$ cat src/rtl/dgi_pkg.sv
package dgi_pkg;

  localparam int ID_W = 10;
  localparam logic [ID_W-1:0] ID_NONE = '1;
  localparam int RESERVED_IDS = 2;

  localparam logic [11:0] OFF_INFO       = 12'h000;
  localparam logic [11:0] OFF_EN_SET     = 12'h030;
  localparam logic [11:0] OFF_EN_CLR     = 12'h034;
  localparam logic [11:0] OFF_ACK        = 12'h044;
  localparam logic [11:0] OFF_MASK_SET   = 12'h048;
  localparam logic [11:0] OFF_MASK_CLR   = 12'h04C;
  localparam logic [11:0] OFF_ROUTE_BASE = 12'h100;

  typedef enum logic [2:0] {
    OP_IDLE,
    OP_EN_SET,
    OP_EN_CLR,
    OP_ROUTE_WR,
    OP_MASK_SET,
    OP_MASK_CLR
  } op_e;

  // True when addr hits the routing register of an implemented source.
  function automatic logic in_route_window(input logic [11:0] addr, input int nsrc);
    logic [12:0] lim;
    lim = 13'(256 + 4 * nsrc);
    return (addr >= OFF_ROUTE_BASE) && ({1'b0, addr} < lim) && (addr[1:0] == 2'b00);
  endfunction

  function automatic logic [ID_W-1:0] route_index(input logic [11:0] addr);
    logic [11:0] rel;
    rel = addr - OFF_ROUTE_BASE;
    return ID_W'(rel >> 2);
  endfunction

endpackage

$ cat src/rtl/dgi_source_bank.sv
module dgi_source_bank
  import dgi_pkg::*;
#(
  parameter int NUM_SRC   = 64,
  parameter int NUM_CORES = 2
) (
  input  logic                                     clk,
  input  logic                                     rst_n,
  input  op_e                                      op,
  input  logic [ID_W-1:0]                          src_id,
  input  logic [2*NUM_CORES-1:0]                   route_wr,
  output logic [NUM_SRC-1:0]                       enable_o,
  output logic [NUM_SRC-1:0][2*NUM_CORES-1:0]      route_o
);

  for (genvar n = 0; n < NUM_SRC; n++) begin : g_src
    logic hit;
    assign hit = (src_id == ID_W'(n));

    always_ff @(posedge clk) begin
      if (!rst_n) begin
        enable_o[n] <= 1'b0;
        route_o[n]  <= '0;
      end else if (hit) begin
        case (op)
          OP_EN_SET:   enable_o[n] <= 1'b1;
          OP_EN_CLR:   enable_o[n] <= 1'b0;
          OP_ROUTE_WR: route_o[n]  <= route_wr;
          default: ;
        endcase
      end
    end
  end

endmodule

$ cat src/rtl/dgi_core_gate.sv
module dgi_core_gate
  import dgi_pkg::*;
#(
  parameter int NUM_SRC   = 64,
  parameter int PERCORE_N = 29
) (
  input  logic               clk,
  input  logic               rst_n,
  input  op_e                op,
  input  logic               core_sel,
  input  logic [ID_W-1:0]    src_id,
  input  logic [NUM_SRC-1:0] src_level,
  input  logic [NUM_SRC-1:0] enable_i,
  input  logic [NUM_SRC-1:0] route_col,
  output logic               irq_o,
  output logic [ID_W-1:0]    ack_id_o
);

  // Sources that may ever reach a core (reserved slots excluded).
  function automatic logic [NUM_SRC-1:0] ordinary_set();
    logic [NUM_SRC-1:0] v;
    for (int n = 0; n < NUM_SRC; n++) v[n] = (n >= RESERVED_IDS);
    return v;
  endfunction

  // Sources whose delivery also depends on the routing field.
  function automatic logic [NUM_SRC-1:0] routed_set();
    logic [NUM_SRC-1:0] v;
    for (int n = 0; n < NUM_SRC; n++) v[n] = (n >= PERCORE_N);
    return v;
  endfunction

  localparam logic [NUM_SRC-1:0] ORDINARY = ordinary_set();
  localparam logic [NUM_SRC-1:0] ROUTED   = routed_set();

  logic [NUM_SRC-1:0] mask_q;
  logic [NUM_SRC-1:0] deliver;
  logic               mask_set_ev;
  logic               mask_clr_ev;

  assign mask_set_ev = core_sel && (op == OP_MASK_SET);
  assign mask_clr_ev = core_sel && (op == OP_MASK_CLR);

  for (genvar n = 0; n < NUM_SRC; n++) begin : g_mask
    always_ff @(posedge clk) begin
      if (!rst_n)                                     mask_q[n] <= 1'b1;
      else if (mask_set_ev && src_id == ID_W'(n))     mask_q[n] <= 1'b1;
      else if (mask_clr_ev && src_id == ID_W'(n))     mask_q[n] <= 1'b0;
    end
  end

  assign deliver = src_level & enable_i & ~mask_q & ORDINARY & (~ROUTED | route_col);

  always_comb begin
    ack_id_o = ID_NONE;
    for (int n = NUM_SRC - 1; n >= 0; n--) begin
      if (deliver[n]) ack_id_o = ID_W'(n);
    end
  end

  assign irq_o = |deliver;

  AST_RESET_QUIET: assert property (@(posedge clk) disable iff (!rst_n)
    $past(!rst_n) |-> !irq_o);
  AST_MASK_BLOCKS: assert property (@(posedge clk) disable iff (!rst_n)
    mask_set_ev |=> (ack_id_o != $past(src_id)));
  AST_RESERVED_SILENT: assert property (@(posedge clk) disable iff (!rst_n)
    (ack_id_o != ID_W'(0)) && (ack_id_o != ID_W'(1)));
  AST_ACK_BOUND: assert property (@(posedge clk) disable iff (!rst_n)
    (ack_id_o == ID_NONE) || (ack_id_o < ID_W'(NUM_SRC)));
  AST_IRQ_AGREES: assert property (@(posedge clk) disable iff (!rst_n)
    irq_o == (ack_id_o != ID_NONE));

endmodule

$ cat src/rtl/dual_gate_intc.sv
module dual_gate_intc
  import dgi_pkg::*;
#(
  parameter int NUM_SRC   = 64,
  parameter int NUM_CORES = 2,
  parameter int PERCORE_N = 29,
  localparam int CW = (NUM_CORES > 1) ? $clog2(NUM_CORES) : 1
) (
  input  logic                 clk,
  input  logic                 rst_n,
  input  logic                 acc_valid,
  input  logic                 acc_write,
  input  logic                 acc_percore,
  input  logic [CW-1:0]        acc_core,
  input  logic [11:0]          acc_addr,
  input  logic [31:0]          acc_wdata,
  output logic [31:0]          rd_data,
  input  logic [NUM_SRC-1:0]   src_level,
  output logic [NUM_CORES-1:0] core_irq
);

  logic                                    wr_en;
  logic                                    id_ok;
  logic                                    route_win;
  logic [ID_W-1:0]                         route_idx;
  logic [ID_W-1:0]                         src_id;
  op_e                                     op;
  logic [NUM_SRC-1:0]                      enable_q;
  logic [NUM_SRC-1:0][2*NUM_CORES-1:0]     route_q;
  logic [2*NUM_CORES-1:0]                  route_wr;
  logic [NUM_CORES-1:0][ID_W-1:0]          ack_all;
  logic [ID_W-1:0]                         rd_ack;

  assign wr_en     = acc_valid && acc_write;
  assign id_ok     = (acc_wdata < 32'(NUM_SRC));
  assign route_win = in_route_window(acc_addr, NUM_SRC);
  assign route_idx = route_index(acc_addr);
  assign route_wr  = {acc_wdata[8 +: NUM_CORES], acc_wdata[0 +: NUM_CORES]};

  always_comb begin
    op = OP_IDLE;
    if (wr_en && !acc_percore) begin
      if (acc_addr == OFF_EN_SET && id_ok)      op = OP_EN_SET;
      else if (acc_addr == OFF_EN_CLR && id_ok) op = OP_EN_CLR;
      else if (route_win)                       op = OP_ROUTE_WR;
    end else if (wr_en && acc_percore && id_ok) begin
      if (acc_addr == OFF_MASK_SET)      op = OP_MASK_SET;
      else if (acc_addr == OFF_MASK_CLR) op = OP_MASK_CLR;
    end
  end

  assign src_id = (op == OP_ROUTE_WR) ? route_idx : acc_wdata[ID_W-1:0];

  dgi_source_bank #(.NUM_SRC(NUM_SRC), .NUM_CORES(NUM_CORES)) u_bank (
    .clk      (clk),
    .rst_n    (rst_n),
    .op       (op),
    .src_id   (src_id),
    .route_wr (route_wr),
    .enable_o (enable_q),
    .route_o  (route_q)
  );

  for (genvar c = 0; c < NUM_CORES; c++) begin : g_core
    logic [NUM_SRC-1:0] col;
    for (genvar n = 0; n < NUM_SRC; n++) begin : g_col
      assign col[n] = route_q[n][c] | route_q[n][NUM_CORES + c];
    end

    dgi_core_gate #(.NUM_SRC(NUM_SRC), .PERCORE_N(PERCORE_N)) u_gate (
      .clk       (clk),
      .rst_n     (rst_n),
      .op        (op),
      .core_sel  (acc_core == CW'(c)),
      .src_id    (src_id),
      .src_level (src_level),
      .enable_i  (enable_q),
      .route_col (col),
      .irq_o     (core_irq[c]),
      .ack_id_o  (ack_all[c])
    );

    AST_SHARED_OFF: assert property (@(posedge clk) disable iff (!rst_n)
      (op == OP_EN_CLR && src_id >= ID_W'(PERCORE_N)) |=> (ack_all[c] != $past(src_id)));
  end

  always_comb begin
    rd_ack = ID_NONE;
    for (int c = 0; c < NUM_CORES; c++) begin
      if (acc_core == CW'(c)) rd_ack = ack_all[c];
    end
  end

  always_comb begin
    rd_data = '0;
    if (!acc_percore) begin
      if (acc_addr == OFF_INFO) begin
        rd_data[12:2] = 11'(NUM_SRC);
      end else if (route_win) begin
        for (int n = 0; n < NUM_SRC; n++) begin
          if (route_idx == ID_W'(n)) begin
            rd_data[0 +: NUM_CORES] = route_q[n][NUM_CORES-1:0];
            rd_data[8 +: NUM_CORES] = route_q[n][2*NUM_CORES-1:NUM_CORES];
          end
        end
      end
    end else if (acc_addr == OFF_ACK) begin
      rd_data[ID_W-1:0] = rd_ack;
    end
  end

  AST_WRITE_NOT_READ: assert property (@(posedge clk) disable iff (!rst_n)
    (!acc_write || !acc_valid) |-> (op == OP_IDLE));

endmodule

$ cat config.mk
export PLATFORM = sky130hd
export DESIGN_NAME = dual_gate_intc
export DESIGN_NICKNAME = d
export VERILOG_FILES = /design/src/rtl/dgi_pkg.sv /design/src/rtl/dgi_source_bank.sv /design/src/rtl/dgi_core_gate.sv /design/src/rtl/dual_gate_intc.sv
export SDC_FILE = /design/constraint.sdc
export NUM_CORES = 1
export LEC_CHECK = 0
export CAP_MARGIN = 20
export CORE_ASPECT_RATIO = 1.2
export CORE_MARGIN = 2
export CORE_UTILIZATION = 35
export DETAILED_ROUTE_END_ITERATION = 10
export DONT_BUFFER_PORTS = 1
export HOLD_SLACK_MARGIN = 0.02
export PLACE_DENSITY = 0.46
export SLEW_MARGIN = 10
export SYNTH_ARGS = -nofsm -noshare
export SYNTH_HDL_FRONTEND = slang
export SYNTH_SLANG_ARGS = --single-unit
$ cat constraint.sdc
create_clock -name clk -period 5.8 [get_ports clk]
set_input_delay 1.16 -clock clk [delete_from_list [all_inputs] [get_ports clk]]
set_output_delay 1.16 -clock clk [all_outputs]
set_load 0.005 [all_outputs]
After elaboration in Yosys (flattened, before gate mapping):

Index checks and enable logic that the tools add are counted.

* register bits after elaboration: 448
* input bits: 114
* output and inout bits: 34
* word-level logic and storage cells: 1279

* add/sub/neg operators: 1
* magnitude comparators: 3
* eq/ne operators: 136
* muxes and demuxes: 272
* bitwise gates (word level): 79
* reduce and logical (&&, ||, !) cells: 532

Operators by type and width (number)
* two-way mux 10 bit: 132
* equality test 10 x 6 -> 1 bit (second input constant): 64
* bitwise AND 64 bit: 5
* equality test 10 x 5 -> 1 bit (second input constant): 32
* two-way mux 2 bit: 135
* logical AND 1 bit: 268
* AND reduction 2 bit: 128
* OR reduction 2 bit: 128
* equality test 10 x 4 -> 1 bit (second input constant): 16
* NOT 64 bit: 2
* OR reduction 64 bit: 2
* equality test 10 x 3 -> 1 bit (second input constant): 8
* OR 1 bit: 70
* equality test 10 x 2 -> 1 bit (second input constant): 4
* equality test 12 x 7 -> 1 bit (second input constant): 3
* < comparator 32 x 7 -> 1 bit (second input constant): 1
* equality test 12 x 6 -> 1 bit (second input constant): 2
* equality test 10 x 1 -> 1 bit (second input constant): 2
* zero test 10 bit: 2
* >= comparator 12 x 9 -> 1 bit (second input constant): 1
* zero test 12 bit: 1
* < comparator 12 x 10 -> 1 bit (second input constant): 1
* two-way mux 3 bit: 4
* subtractor 12 x 9 -> 12 bit (second input constant): 1
* other kinds (8): 11

Logic depth before layout (Yosys ltp):

* depth in word-level cells: 70
* mapped depth: 13
* mapped depth without buffers: 11

By module:

A second synthesis with hierarchy kept.

* cell total of the unflattened synthesis: 2914
* area, all modules: 25034.0 um2

Modules (own cells, without submodules)
* dgi_source_bank: times used 1, cells each 1249, area each 12797.3 um2, sequential area each 6406.1 um2
* dgi_core_gate: times used 2, cells each 448, area each 3649.8 um2, sequential area each 1241.2 um2
* dual_gate_intc: times used 1, cells each 769, area each 4937.2 um2, sequential area each 0.0 um2

Worst setup path before layout:

No wires, ideal clock.

* path type: input port to output port
* start: in acc_addr[9]
* end: out rd_data[9]
* arrival time: 3651 ps
* required time: 4640 ps
* path slack: 989 ps
* cell stages on the path: 13
* buffers on the path: 2
* cells stage by stage: inv_1 -> ha_1 -> clkbuf_1 -> nand2b_1 -> o41ai_2 -> nand2_1 -> clkbuf_1 -> o32a_1 -> a222oi_1 -> o22ai_1 -> o21bai_1 -> a211oi_1 -> o21ai_0

* word-level cells in the longest chain between the ends: 69
* elaborated cells on any way between the ends: 139
* classes of those cells: add/sub: 1; order compare: 2; eq/ne: 64; mux: 68; reduce/logical: 4

Ends and longest elaborated chain
* from (decl): line dual_gate_intc.sv:15 `input logic [11:0] acc_addr,`
* subtractor 12 x 9 -> 12 bit: line dgi_pkg.sv:33 `rel = addr - OFF_ROUTE_BASE;`
* zero test 10 bit: line dual_gate_intc.sv:101 `if (route_idx == ID_W'(n)) begin`
* two-way mux 2 bit (64 in a row): line dual_gate_intc.sv:101
* two-way mux 2 bit: line dual_gate_intc.sv:99 `end else if (route_win) begin`
* two-way mux 2 bit: line dual_gate_intc.sv:97 `if (acc_addr == OFF_INFO) begin`
* two-way mux 10 bit (*): line dual_gate_intc.sv:96 `if (!acc_percore) begin`
* to (decl): line dual_gate_intc.sv:17 `output logic [31:0] rd_data,`

Every way passes the cells marked *; elsewhere a longest branch is shown, timed or not.

Worst setup path after layout:

Same ends and word-level chain as after synthesis.

==> results.txt <==
----------------------------------------------------
[Floorplanning]
  Die Y-Extent ... 288 um
  Area of the core region ... 66900 sq um
  Num ports ... 148
  Number of placement rows ... 104
  Die Wd ... approximately 240 um
  Starting Density ... between 30% and 40%
  Area of the die ... 69400 sq um

[Global route]
  GRT Util Overall ... 28.9%
  First-pass GRT wire length ... roughly 150000 um
  Number of antenna violations at the first check in global routing ... 2
  Total gr overflow ... 0
  Maximum number of pins on one net before global-route repair ... 444
  Met2 Use GR ... approximately 48%
  Busiest layer in global routing ... met2
  Via count of the first global-routing pass ... 21400
  Met1 routing resource usage after global routing ... between 30% and 40%
  Met3 layer usage reported by global route ... between 4 and 5%

[Layout]
  Number of cells in the finished layout apart from fillers ... 3726
  Syn-to-layout area delta ... 11.3%
  Final instance area ... ~26000 sq um
  Sequential cell area ... 8850 sq um
  Multi-input gate area ... 13800 sq um
  Net count reported at finish ... between 2000 and 3000
  Share of layout cells above drive strength 1 ... 9.88%
  Fill cells ... 6900
  Final core utilization ... 39.2%

[Timing]
  Slew HR ... 20.7%
  Maximum achievable frequency ... 182 MHz
  Hold violation total from the final report ... 0
  Clock period minus final worst setup slack ... approximately 5500 ps
  Slew at the pin with the worst max-slew slack ... 1180 ps
  Final setup violation count ... 0
  RSZ-0062 raised after global routing ... false
  Final setup slack of the worst path ... 309 ps
  Final Skew ... 0 ps
  TNS Setup ... 0 ps
  Final critical-path share of the clock period ... 94.7%
  Slew Limit Fails ... 0
  Post-Route Hold Slack ... around 460 ps

[Route]
  Vias after detailed routing ... 22400
  Routed wire length per instance ... between 20 and 30 um
  DRC violations left ... 0
  Via-to-Cell Ratio ... 6.02
  Violation count after the first detailed-routing iteration ... 2168
  Number of search-and-repair iterations in the first detailed-routing pass ... 6
  Total Wirelength ... roughly 100000 um
  Antenna viol nets, final ... 0

[Setup path]
  Crit Path Max Fanout ... 8
  Required time reported for the critical path endpoint ... 4640 ps
  Setup crit end kind ... output pin
  Critical setup path kind ... input port to output pin
  Arrival time at the worst endpoint ... 4330 ps
  Critical Path Start Type ... input port

[Status]
  Status ... completed

[Clock network]
  Hold_buf cts ... 0
  Number of sinks on the clock net ... 442
  Number of buffers inserted by post-CTS setup repair ... 0
  TritonCTS clock tree ... done
  Clock edge transition at the registers on the reported setup and hold paths ... ~50 ps
  Num CTS Buffers ... 51
  Root Buffer Master ... sky130_fd_sc_hd__clkbuf_16
  Number of cells upsized or downsized after cts ... 0
  Skew-Pair Late Insertion Delay ... 610 ps
  CTS H-Tree Depth ... 2
  Largest buffer count on any clock path ... 3

[Power]
  Sum of internal, switching and leakage power ... 6.63 mW
  Total power divided by cell area ... 253 nW/um^2
  Worst IR Drop VDD ... 0.205 mV
  Static leakage ... 8.38 nW

[Logic synthesis]
  Register area share after synthesis ... 37.6%
  Proportion of register bits with asynchronous set or reset after synthesis ... 0%
  Mapped Area ... between 20000 and 25000 sq um
  Number of synthesized flops with an enable pin ... 0
  Commonest register cell after synthesis ... sky130_fd_sc_hd__dfxtp_1
  Synth Warn # ... 0
  Synthesized area per cell ... 8.27 sq um
  Unique cell type count in the Yosys netlist ... 84
  FF+latch count, synth ... roughly 440
  Post-Syn Instances ... 2848

[Job]
  Number of maximum-capacitance constraint violations ... 0

[Placement]
  Pre-CTS setup slack ... 355 ps
  Post-detailed-placement cell area ... roughly 25000 sq um
  Buffers on Ports ... 0
  Half-perimeter wire length of the detailed placement result ... 72600 um
  GPL Wtd Cong ... ~1.0
  Placed Cells ... 3634

[Hold path]
  Hold/Removal Path Class ... register to register

----------------------------------------------------
## cells in the mapped netlist (13+ instances only)
master                     count  area (sq um)
sky130_fd_sc_hd__dfxtp_1     442          8850
sky130_fd_sc_hd__nand2_1     291          1090
sky130_fd_sc_hd__o21ai_0     239          1200
sky130_fd_sc_hd__nor2_1      212           796
sky130_fd_sc_hd__nor2b_1     212          1330
sky130_fd_sc_hd__mux2i_1     209          2090
sky130_fd_sc_hd__o211ai_1    197          1480
sky130_fd_sc_hd__clkbuf_1    150           563
sky130_fd_sc_hd__nand3_1     101           505
sky130_fd_sc_hd__nor3_1       88           440
sky130_fd_sc_hd__a21oi_1      86           430
sky130_fd_sc_hd__a21boi_0     68           510
sky130_fd_sc_hd__o22ai_1      40           250
sky130_fd_sc_hd__buf_4        30           225
sky130_fd_sc_hd__o221a_2      29           327
sky130_fd_sc_hd__o21ai_1      26           130
sky130_fd_sc_hd__a31oi_1      25           156
sky130_fd_sc_hd__buf_2        25           125
sky130_fd_sc_hd__or3_1        22           138
sky130_fd_sc_hd__o32ai_1      20           175
sky130_fd_sc_hd__inv_1        19          71.3
sky130_fd_sc_hd__nor4_1       19           119
sky130_fd_sc_hd__a22oi_1      18           135
sky130_fd_sc_hd__nand2b_1     18           113
sky130_fd_sc_hd__or2_2        18           113
sky130_fd_sc_hd__nand3b_1     17           128
sky130_fd_sc_hd__buf_1        15          56.3
sky130_fd_sc_hd__nor3_4       13           211
## placed cells by master (no fill, tap or decap), types with 88 or more instances in the layout
master                     synthesis  final
sky130_fd_sc_hd__dfxtp_1         442    442
sky130_fd_sc_hd__nand2_1         291    286
sky130_fd_sc_hd__o21ai_0         239    236
sky130_fd_sc_hd__nor2b_1         212    212
sky130_fd_sc_hd__nor3_1           88     88
sky130_fd_sc_hd__nor2_1          212    212
sky130_fd_sc_hd__o211ai_1        197    197
sky130_fd_sc_hd__mux2i_1         209    209
sky130_fd_sc_hd__nand3_1         101    101
## where the power goes
group	switching (mW)	internal [mW]	leakage, nW
clock network	1.37	1.94	0.829
logic	0.179	0.105	3.98
registers	0.00000924	3.04	3.56
total	1.55	5.08	8.38
## final cells by class
cell class / instances / area share, %
clock buffers: 72 / 5.48
clock inverters: 19 / 0.936
multi-input cells: 2181 / 52.5
inverters: 21 / 0.301
diodes: 1 / 0.00955
flip-flops and latches: 442 / 33.8
well taps: 901 / 4.30
repair buffers: 89 / 2.69
## cells by family (layout without fill, tap and decap cells)
kind of cell,Yosys count,in the layout,synth area share [%]
adder cells (fa/ha/maj),3,3,0.159
multiplexers,216,216,9.27
other,1,23,0.0159
AND/OR/NAND/NOR,1071,1071,23.5
buffers and inverters,246,201,4.64
AO/OA/AOI/OAI,868,868,24.8
XOR/XNOR,1,1,0.0372
flip-flops,442,442,37.6
## state kept, by name (all words and copies together) (netlist names)
| name | count |
|---|---|
| g_core.u_gate.mask_q | 124 |
| u_bank.enable_o | 62 |
| u_bank.route_o | 256 |
## worst paths after layout
check / startpoint / endpoint / slack (ps) / depth (start not counted)
max reg2reg: u_bank.route_o[242] / u_bank.route_o[242] / 4970 / 2
max: acc_addr[9] / rd_data[9] / 310 / 14
min: u_bank.route_o[42] / u_bank.route_o[42] / 460 / 2
min reg2reg: u_bank.route_o[42] / u_bank.route_o[42] / 460 / 2
## per-layer routing
| metal | share of wire, % | vias up |
|---|---|---|
| met5 | 0 | - |
| met4 | 5.1 | 0 |
| met3 | 7.1 | 216 |
| met2 | 47 | 950 |
| met1 | 41 | 11000 |
| li1 | - | 10300 |
## worst max-delay path, cell delays in order
cell,delay [ps]
sky130_fd_sc_hd__inv_1,60
sky130_fd_sc_hd__ha_1,300
sky130_fd_sc_hd__nand2b_1,210
sky130_fd_sc_hd__o41ai_2,220
sky130_fd_sc_hd__buf_4,240
sky130_fd_sc_hd__and2_0,320
sky130_fd_sc_hd__a21boi_0,300
sky130_fd_sc_hd__o2bb2ai_1,150
sky130_fd_sc_hd__a21oi_1,60
sky130_fd_sc_hd__o21bai_1,310
sky130_fd_sc_hd__a211oi_1,120
sky130_fd_sc_hd__o21ai_0,560
sky130_fd_sc_hd__buf_4,210
sky130_fd_sc_hd__buf_4,100
(Power assumes the default switching activity.)
